File: src/rtl/priv_trap_pkg.sv
package priv_trap_pkg;
  localparam int XLEN = 64;

  typedef enum logic [2:0] {
    OPK_PLAIN    = 3'd0,
    OPK_ATTN     = 3'd1,
    OPK_RD_STATE = 3'd2,
    OPK_WR_STATE = 3'd3,
    OPK_WR_STD   = 3'd4,
    OPK_IRET     = 3'd5,
    OPK_RD_SPEC  = 3'd6,
    OPK_WR_SPEC  = 3'd7
  } op_kind_e;

  // one-hot mask for an MSB0 bit position
  function automatic logic [XLEN-1:0] msb0_bit(input int unsigned pos);
    logic [XLEN-1:0] one;
    one = {{(XLEN-1){1'b0}}, 1'b1};
    return one << (XLEN - 1 - int'(pos));
  endfunction
endpackage

File: src/rtl/priv_classify.sv
module priv_classify
  import priv_trap_pkg::*;
(
  input  logic [2:0] op_i,
  input  logic       spr_hi_i,
  output logic       is_priv_o,
  output logic       is_attn_o
);
  always_comb begin
    is_priv_o = 1'b0;
    is_attn_o = 1'b0;
    case (op_kind_e'(op_i))
      OPK_ATTN: begin
        is_priv_o = 1'b1;
        is_attn_o = 1'b1;
      end
      OPK_RD_STATE, OPK_WR_STATE, OPK_WR_STD, OPK_IRET: is_priv_o = 1'b1;
      OPK_RD_SPEC, OPK_WR_SPEC:                         is_priv_o = spr_hi_i;
      default: ;
    endcase
  end
endmodule

File: src/rtl/priv_trap_image.sv
module priv_trap_image
  import priv_trap_pkg::*;
#(
  parameter logic [XLEN-1:0] CLR_MASK = '0,
  parameter logic [XLEN-1:0] SET_MASK = '0
) (
  input  logic [XLEN-1:0] msr_i,
  output logic [XLEN-1:0] msr_o
);
  for (genvar b = 0; b < XLEN; b++) begin : g_bit
    if (SET_MASK[b]) begin : g_set
      assign msr_o[b] = 1'b1;
    end else if (CLR_MASK[b]) begin : g_clr
      assign msr_o[b] = 1'b0;
    end else begin : g_keep
      assign msr_o[b] = msr_i[b];
    end
  end
endmodule

File: src/rtl/priv_trap_unit.sv
module priv_trap_unit
  import priv_trap_pkg::*;
#(
  parameter logic [XLEN-1:0] VECTOR      = 64'h700,
  parameter int unsigned POS_WIDE      = 0,
  parameter int unsigned POS_UNDEF     = 5,
  parameter int unsigned POS_TXMEM     = 31,
  parameter int unsigned POS_VECU      = 38,
  parameter int unsigned POS_VSU       = 40,
  parameter int unsigned POS_RSN_ILL   = 44,
  parameter int unsigned POS_RSN_PRIV  = 45,
  parameter int unsigned POS_EXTIRQ    = 48,
  parameter int unsigned POS_USER      = 49,
  parameter int unsigned POS_FPU       = 50,
  parameter int unsigned POS_FPEXC0    = 52,
  parameter int unsigned POS_TRACE_S   = 53,
  parameter int unsigned POS_TRACE_E   = 54,
  parameter int unsigned POS_FPEXC1    = 55,
  parameter int unsigned POS_IXLATE    = 58,
  parameter int unsigned POS_DXLATE    = 59,
  parameter int unsigned POS_PERFMARK  = 61,
  parameter int unsigned POS_RECOV     = 62,
  parameter int unsigned POS_LITTLE    = 63
) (
  input  logic            clk_i,
  input  logic            rst_ni,
  input  logic            valid_i,
  input  logic [2:0]      op_i,
  input  logic            spr_hi_i,
  input  logic            illegal_i,
  input  logic [63:0]     cia_i,
  input  logic [63:0]     nia_i,
  input  logic [63:0]     msr_i,
  output logic [63:0]     srr0_o,
  output logic [63:0]     srr1_o,
  output logic [63:0]     msr_o,
  output logic [63:0]     nia_o,
  output logic            trap_o,
  output logic            halt_o
);
  localparam int USER_IDX = XLEN - 1 - int'(POS_USER);
  localparam logic [XLEN-1:0] CLR_MASK =
      msb0_bit(POS_IXLATE) | msb0_bit(POS_DXLATE) | msb0_bit(POS_FPEXC0) |
      msb0_bit(POS_FPEXC1) | msb0_bit(POS_EXTIRQ) | msb0_bit(POS_RECOV) |
      msb0_bit(POS_TXMEM) | msb0_bit(POS_VECU) | msb0_bit(POS_VSU) |
      msb0_bit(POS_USER) | msb0_bit(POS_FPU) | msb0_bit(POS_PERFMARK) |
      msb0_bit(POS_TRACE_S) | msb0_bit(POS_TRACE_E) | msb0_bit(POS_UNDEF);
  localparam logic [XLEN-1:0] SET_MASK  = msb0_bit(POS_WIDE) | msb0_bit(POS_LITTLE);
  localparam logic [XLEN-1:0] RSN_PRIV  = msb0_bit(POS_RSN_PRIV);
  localparam logic [XLEN-1:0] RSN_ILL   = msb0_bit(POS_RSN_ILL);

  logic is_priv, is_attn;
  logic exec, priv_fault, ill_fault, take;
  logic [XLEN-1:0] trap_msr, reason;
  logic [XLEN-1:0] srr0_q, srr1_q, msr_q, nia_q;
  logic trap_q, halt_q;

  priv_classify u_cls (
    .op_i      (op_i),
    .spr_hi_i  (spr_hi_i),
    .is_priv_o (is_priv),
    .is_attn_o (is_attn)
  );

  priv_trap_image #(.CLR_MASK(CLR_MASK), .SET_MASK(SET_MASK)) u_img (
    .msr_i (msr_i),
    .msr_o (trap_msr)
  );

  // privilege fault outranks the illegal flag and the halt
  assign exec       = valid_i & ~halt_q;
  assign priv_fault = is_priv & msr_i[USER_IDX];
  assign ill_fault  = illegal_i & ~priv_fault;
  assign take       = priv_fault | ill_fault;
  assign reason     = priv_fault ? RSN_PRIV : RSN_ILL;

  always_ff @(posedge clk_i or negedge rst_ni) begin
    if (!rst_ni) begin
      srr0_q <= '0;
      srr1_q <= '0;
      msr_q  <= '0;
      nia_q  <= '0;
      trap_q <= 1'b0;
      halt_q <= 1'b0;
    end else begin
      trap_q <= exec & take;
      if (exec) begin
        if (take) begin
          srr0_q <= cia_i;
          srr1_q <= msr_i | reason;
          msr_q  <= trap_msr;
          nia_q  <= VECTOR;
        end else begin
          msr_q  <= msr_i;
          nia_q  <= nia_i;
          if (is_attn) halt_q <= 1'b1;
        end
      end
    end
  end

  assign srr0_o = srr0_q;
  assign srr1_o = srr1_q;
  assign msr_o  = msr_q;
  assign nia_o  = nia_q;
  assign trap_o = trap_q;
  assign halt_o = halt_q;

  assert_vector_R5: assert property (@(posedge clk_i) disable iff (!rst_ni)
    trap_o |-> nia_o == VECTOR);
  assert_msr_image_R6: assert property (@(posedge clk_i) disable iff (!rst_ni)
    trap_o |-> ((msr_o & CLR_MASK) == '0) && ((msr_o & SET_MASK) == SET_MASK));
  assert_saved_cia_R4: assert property (@(posedge clk_i) disable iff (!rst_ni)
    trap_o |-> srr0_o == $past(cia_i));
  assert_reason_R7: assert property (@(posedge clk_i) disable iff (!rst_ni)
    trap_o |-> (srr1_o & (RSN_PRIV | RSN_ILL)) != '0);
  assert_halt_sticky_R8: assert property (@(posedge clk_i) disable iff (!rst_ni)
    halt_o |=> halt_o);
  assert_halt_quiet_R8: assert property (@(posedge clk_i) disable iff (!rst_ni)
    halt_o |=> !trap_o && $stable(msr_o) && $stable(nia_o));
  assert_idle_R10: assert property (@(posedge clk_i) disable iff (!rst_ni)
    !valid_i |=> !trap_o && $stable(msr_o));
endmodule

File: config.mk
export PLATFORM = sky130hd
export DESIGN_NAME = priv_trap_unit
export DESIGN_NICKNAME = d
export VERILOG_FILES = /design/src/rtl/priv_trap_pkg.sv /design/src/rtl/priv_classify.sv /design/src/rtl/priv_trap_image.sv /design/src/rtl/priv_trap_unit.sv
export SDC_FILE = /design/constraint.sdc
export NUM_CORES = 1
export LEC_CHECK = 0
export BUFFER_PORTS_ARGS = -buffer_cell sky130_fd_sc_hd__clkbuf_2
export CELL_PAD_IN_SITES_DETAIL_PLACEMENT = 0
export CELL_PAD_IN_SITES_GLOBAL_PLACEMENT = 1
export CORE_AREA = 2 2 179 181
export CTS_CLUSTER_SIZE = 30
export DETAILED_ROUTE_END_ITERATION = 16
export DIE_AREA = 0 0 181 183
export PLACE_DENSITY_LB_ADDON = 0.3
export SYNTH_ARGS = -nofsm -noshare
export SYNTH_HDL_FRONTEND = slang
export SYNTH_HIERARCHICAL = 1
export SYNTH_SLANG_ARGS = --single-unit
export TNS_END_PERCENT = 50
File: constraint.sdc
create_clock -name clk_i -period 4.2 [get_ports clk_i]
set_input_delay 0.42 -clock clk_i [delete_from_list [all_inputs] [get_ports clk_i]]
set_output_delay 0.42 -clock clk_i [all_outputs]
set_load 0.005 [all_outputs]
### Yosys cells after proc, flatten, opt, wreduce, memory -nomap -nowiden

Cells that the tools add are included.

* bits in registers: 258
* word-level logic and storage cells: 31

* equal/unequal tests: 7
* mux-type cells: 5
* bitwise gates (word level): 9
* reductions and logical operators: 4

Operators with widths (count)
* $mux W64: 2
* $or A64 B20 Y64: 1
* $mux W20: 1
* $eq A3 B3 Y1 const B: 4
* $eq A3 B2 Y1 const B: 2
* $reduce_or A5 Y1: 1
* $and A1 B1 Y1: 4
* $eq A3 B1 Y1 const B: 1
* $not A1 Y1: 3
* $reduce_and A3 Y1: 1
* $pmux W1 S2: 1
* $reduce_and A2 Y1: 1
* $reduce_or A2 Y1: 1
* $mux W1: 1
* $or A1 B1 Y1: 1

### Longest topological paths before layout

* depth after elaboration: 9
* mapped depth: 7

### Hierarchy

The synthesis kept the hierarchy.

Modules (own cells, without submodules)
* priv_trap_unit: times used 1, cells an instance 906, area each 10179.8 um^2, seq. area each 6456.2 um^2
* priv_trap_image: times used 1, cells an instance 66, area each 488.0 um^2, seq. area each 0.0 um^2
* priv_classify: times used 1, cells an instance 4, area each 22.5 um^2, seq. area each 0.0 um^2

### Worst setup path before layout

OpenSTA, ideal clock, no wires.

* path type: input to register
* start point: input spr_hi_i
* end point: register srr0_q[40], in the netlist srr0_o[40]
* library setup time: 128 ps
* arrival: 1782 ps
* setup slack: 2291 ps
* stages on the path: 7
* cells stage by stage: inv_1 -> a31oi_1 -> a21oi_4 -> nor2_1 -> buf_4 -> buf_4 -> mux2_1

* longest elaborated chain between the ends: 6

Ends and longest elaborated chain
* start: declaration: line priv_trap_unit.sv:29 `input logic spr_hi_i,`
* $pmux W1 S2 (*): line priv_classify.sv:12 `case (op_kind_e'(op_i))`
* net is_priv: line priv_trap_unit.sv:52 `logic is_priv, is_attn;`
* $and A1 B1 Y1 (*): line priv_trap_unit.sv:72 `assign priv_fault = is_priv & msr_i[USER_IDX];`
* $not A1 Y1: line priv_trap_unit.sv:73 `assign ill_fault = illegal_i & ~priv_fault;`
* $and A1 B1 Y1: line priv_trap_unit.sv:73
* $or A1 B1 Y1 (*): line priv_trap_unit.sv:74 `assign take = priv_fault | ill_fault;`
* $reduce_and A2 Y1 (no line) (*)
* end signal: assignment: line priv_trap_unit.sv:89 `srr0_q <= cia_i;`
* end: declaration: line priv_trap_unit.sv:55 `logic [XLEN-1:0] srr0_q, srr1_q, msr_q, nia_q;`

Mark *: on every way through the listed nets, which the timed path passes. The rest lies on a longest branch.
A chain may end at the register's enable or synchronous reset.

### Worst setup path after layout

* start point: register halt_q, in the netlist halt_o
* end point: register srr0_q[7], in the netlist srr0_o[7]

* longest elaborated chain between the ends: 3

Ends and longest elaborated chain
* start: declaration: line priv_trap_unit.sv:56 `logic trap_q, halt_q;`
* start signal: assignment: line priv_trap_unit.sv:84 `halt_q <= 1'b0;`
* start signal: assignment: line priv_trap_unit.sv:96 `if (is_attn) halt_q <= 1'b1;`
* $not A1 Y1: line priv_trap_unit.sv:71 `assign exec = valid_i & ~halt_q;`
* $and A1 B1 Y1: line priv_trap_unit.sv:71
* $reduce_and A2 Y1 (no line)

Every way passes these cells.

==> results <==
- The run finished, with violations left.
- The checks that failed: hold timing.
- The worst hold slack after final layout is -33.48 ps.
- After floorplanning, the core was sized to cover 31,230 sq um.
- The worst path arrival time is 2960 ps.
- By count the netlist is led by sky130_fd_sc_hd__dfrtp_1, sky130_fd_sc_hd__nand2_1, sky130_fd_sc_hd__a21oi_1, sky130_fd_sc_hd__mux2_1, sky130_fd_sc_hd__buf_4.
- The smallest setup slack after layout is 1652 ps.
- The utilization after layout is 0.4428.
- In this run the number of H-tree levels came out at 1.
- The number of detailed-routing iterations run before antenna repair is 4.
- The count of endpoints failing hold in the final timing report is 8.
- The worst register-to-register path begins at halt_o.
- Static timing analysis puts the maximum clock frequency at 392.5 MHz.
- The half-perimeter wire length of the detailed placement result is 22,210 um.
- For the worst setup path, the data required time is 4610 ps.
- IR analysis of the VDD net gives a maximum drop of around 290 uV.
- At the placement stage, the worst setup path has a slack of 1368 ps.
- The DRC violations left is 0.
- The number of global-route vias before repair is 8,427.
- The cell taking the most area after synthesis is sky130_fd_sc_hd__dfrtp_1.
- The post-synthesis average cell area is 10.95 sq um.
- The placed instances occupy a cell area of approximately 13,000 sq um.
- The area of the mapped netlist is ~11,000 sq um.
- The average detailed-routed wire length per instance is 17.54 um.
- The min-delay analysis places its worst path in the category in -> async.
- The worst setup path is launched from a register.
- The master cell of the clock root buffer is sky130_fd_sc_hd__clkbuf_16.
- The max-slew headroom at the worst pin is 0.3714.
- Clock-pin slew was measured on the worst setup and hold paths at 60 ps.
- Summing internal, switching and leakage power gives just under 8 mW.
- Synthesis produced a netlist whose cell count is 976.
- The number of top-level design ports is 458.
- The maximum fanout count along the critical path is 51.
- The number of setup buffers added after CTS is 0.
- In this run, distinct cell masters in the synthesized netlist total 24.
- The total setup violations reported at the end of the flow is 0.
- Setup repair after global routing left no endpoint under its margin.
- TritonCTS built the clock tree.
- In this run, post-CTS repair resized a total of 0 instances.
- The area growth from synthesis to layout is 29.35%.
- The weighted congestion reported at the end of routability-driven placement is 0.7974.
- The critical path goes through nand2b_4, nor2_4, buf_4, mux2_1.
- The x dimension of the die is 181 um.
- The sink count of the clock tree is 258.
- The initial antenna violation count is 0.
- The cell area after layout is 13,830 sq um.
- The power density over cell area is roughly 560 nW/um^2.
- The number of cells on the worst reg-to-reg path is 4.
- In this run the tool buffered the top-level ports with around 460 buffer cells.
- In this run the vertical extent of the chip is between 150 and 200 um.
- The detail-routed via count per cell is 4.667.
- The clock passes through at most 3 buffers.
- The share of synthesized area in the top cell type comes to 0.6039.
- The fraction of layout cells with a size suffix above 1 is 0.3851.
- The pin count of the biggest net entering global routing is roughly 120.
- The slowest library cell on the worst path is sky130_fd_sc_hd__nor2_4.
- The number of synthesized flops with an enable pin is 0.
- The net count of the finished layout is 1,564.
- Counting flops and latches in the post-synthesis netlist gives 258.
- The startpoint-to-endpoint class of the critical path is reg -> reg.
- In the post-synthesis netlist, the biggest area contributors are sky130_fd_sc_hd__dfrtp_1, sky130_fd_sc_hd__mux2_1, sky130_fd_sc_hd__nand2_1.
- The number of clock buffers inserted by TritonCTS is 28.
- The most common cell in the synthesized netlist is sky130_fd_sc_hd__dfrtp_1.
- The antenna diode count is 0.
- The total via count in the routed design is 8,336.
- For the pin with the worst max-slew slack, the measured transition is 943.0 ps.
- During synthesis, Yosys emitted a total of 6 warnings.
- Max-cap violations in this run came to 0.
- The number of core rows is between 60 and 70.
- For this run, the total global-route usage over all layers was measured as 0.1867.
- The die covers 33,120 sq um.
- The wire length of the first global-routing pass is between 40,000 and 50,000 um.
- The fraction of the cycle the final worst path needs is 0.6066.
- Global routing finished with a remaining overflow of 0.
- The detailed router finished its first iteration with 334 violations.
- The source-to-sink clock delay at the later pin of the worst-skew pair is 540 ps.
- For this run, the register share of the synthesized area comes to 0.6039.
- In this run the static leakage power is 7.136 nW.
- STA classifies the critical path endpoint as a register.
- The largest stage delay on the critical path is 730 ps.
- The final setup skew is approximately 8.6 ps.
- The remaining antenna violation count is 0.
- The top flip-flop cell by instance count after synthesis is sky130_fd_sc_hd__dfrtp_1.
- Subtracting the final worst setup slack from the clock period gives 2548 ps.
- Of all flip-flops after synthesis, the portion carrying an async set or reset was 1.000.
- The aggregate negative setup slack is 0 ps.
- The final layout contains routed wiring with a total length of about 31,000 um.
- Buffers inserted to repair hold after CTS numbered 0.
- For this configuration, the core starts out at a cell density of 0.3423.
- The launch point of the worst path is halt_o.
- The max-slew violation count is 0.
[area by class of cell]
cell class	count	area [sq um]
fill	3101	17400
sequential	258	6456
multi-input combinational	605	3526
timing repair buffer	470	2445
clock buffer	50	894.6
tap	402	503.0
inverter	1	3.754
[final timing paths]
check / to / slack [ps]
worst max-delay path: srr0_o[7] / 1650
worst min-delay path: srr1_o[32] / -30
worst max register to register: srr0_o[7] / 1650
worst min register to register: nia_o[35] / 460
max in group asynchronous: nia_o[11] / 3220
min in group clk_i: nia_o[38] / 90
[layout by cell type (no fill, tap or decap), drive strengths merged]
cell type	Yosys	routed
a31o	1	1
conb	2	17
nor3	1	1
o22ai	1	1
mux2	126	126
a21o	1	1
buf	100	14
nand3	61	61
o32a	1	1
o21ai	4	4
nand2b	1	1
nor3b	1	1
clkbuf	27	506
a31oi	1	1
nor2b	1	1
nand2	193	193
inv	1	1
dfrtp	258	258
nor2	65	65
a21oi	130	130
[state kept, by name, indices dropped and copies added (netlist names)]
register  flops
msr_o        64
srr1_o       64
srr0_o       64
halt_o        1
trap_o        1
nia_o        64
[metal layers]
metal | track usage | share of wire
met5 | 0 | 0
met4 | 0.05236 | 0.025
met3 | 0.05103 | 0.083
met2 | 0.3058 | 0.47
met1 | 0.2444 | 0.43
[critical path, delay by kind of cell (launching register included)]
family | cells | cell delay (ps)
flops | 1 | 430
mux | 1 | 360
buf+inv | 1 | 400
simple gates | 2 | 1170
[metrics by stage]
| step | hold slack (ps) | std cells |
|---|---|---|
| 2_1_floorplan | 124.4 | 991 |
| 3_3_place_gp | 448.9 | 1736 |
| 3_5_place_dp | 455.0 | 1736 |
| 4_1_cts | 11.06 | 1786 |
| 5_1_grt | 41.00 | 1786 |
| 6_report | -33.48 | 1786 |
[cell families after synthesis]
kind of cell           count (synthesis)  share of synthesized area
AOI/OAI and AO/OA                    139                    0.06742
buffers and inverters                128                    0.07374
DFF                                  258                     0.6039
muxes                                126                     0.1327
other                                  2                  0.0007025
and+or+nand+nor                      323                     0.1215
[report_power, final]
| group | switching (mW) | internal, mW |
|---|---|---|
| Clock | 0.977 | 1.42 |
| Combinational | 1.00 | 0.913 |
| Sequential | 0.346 | 3.15 |
| Total | 2.33 | 5.49 |
Note: power is estimated with default switching activity, not from simulation.
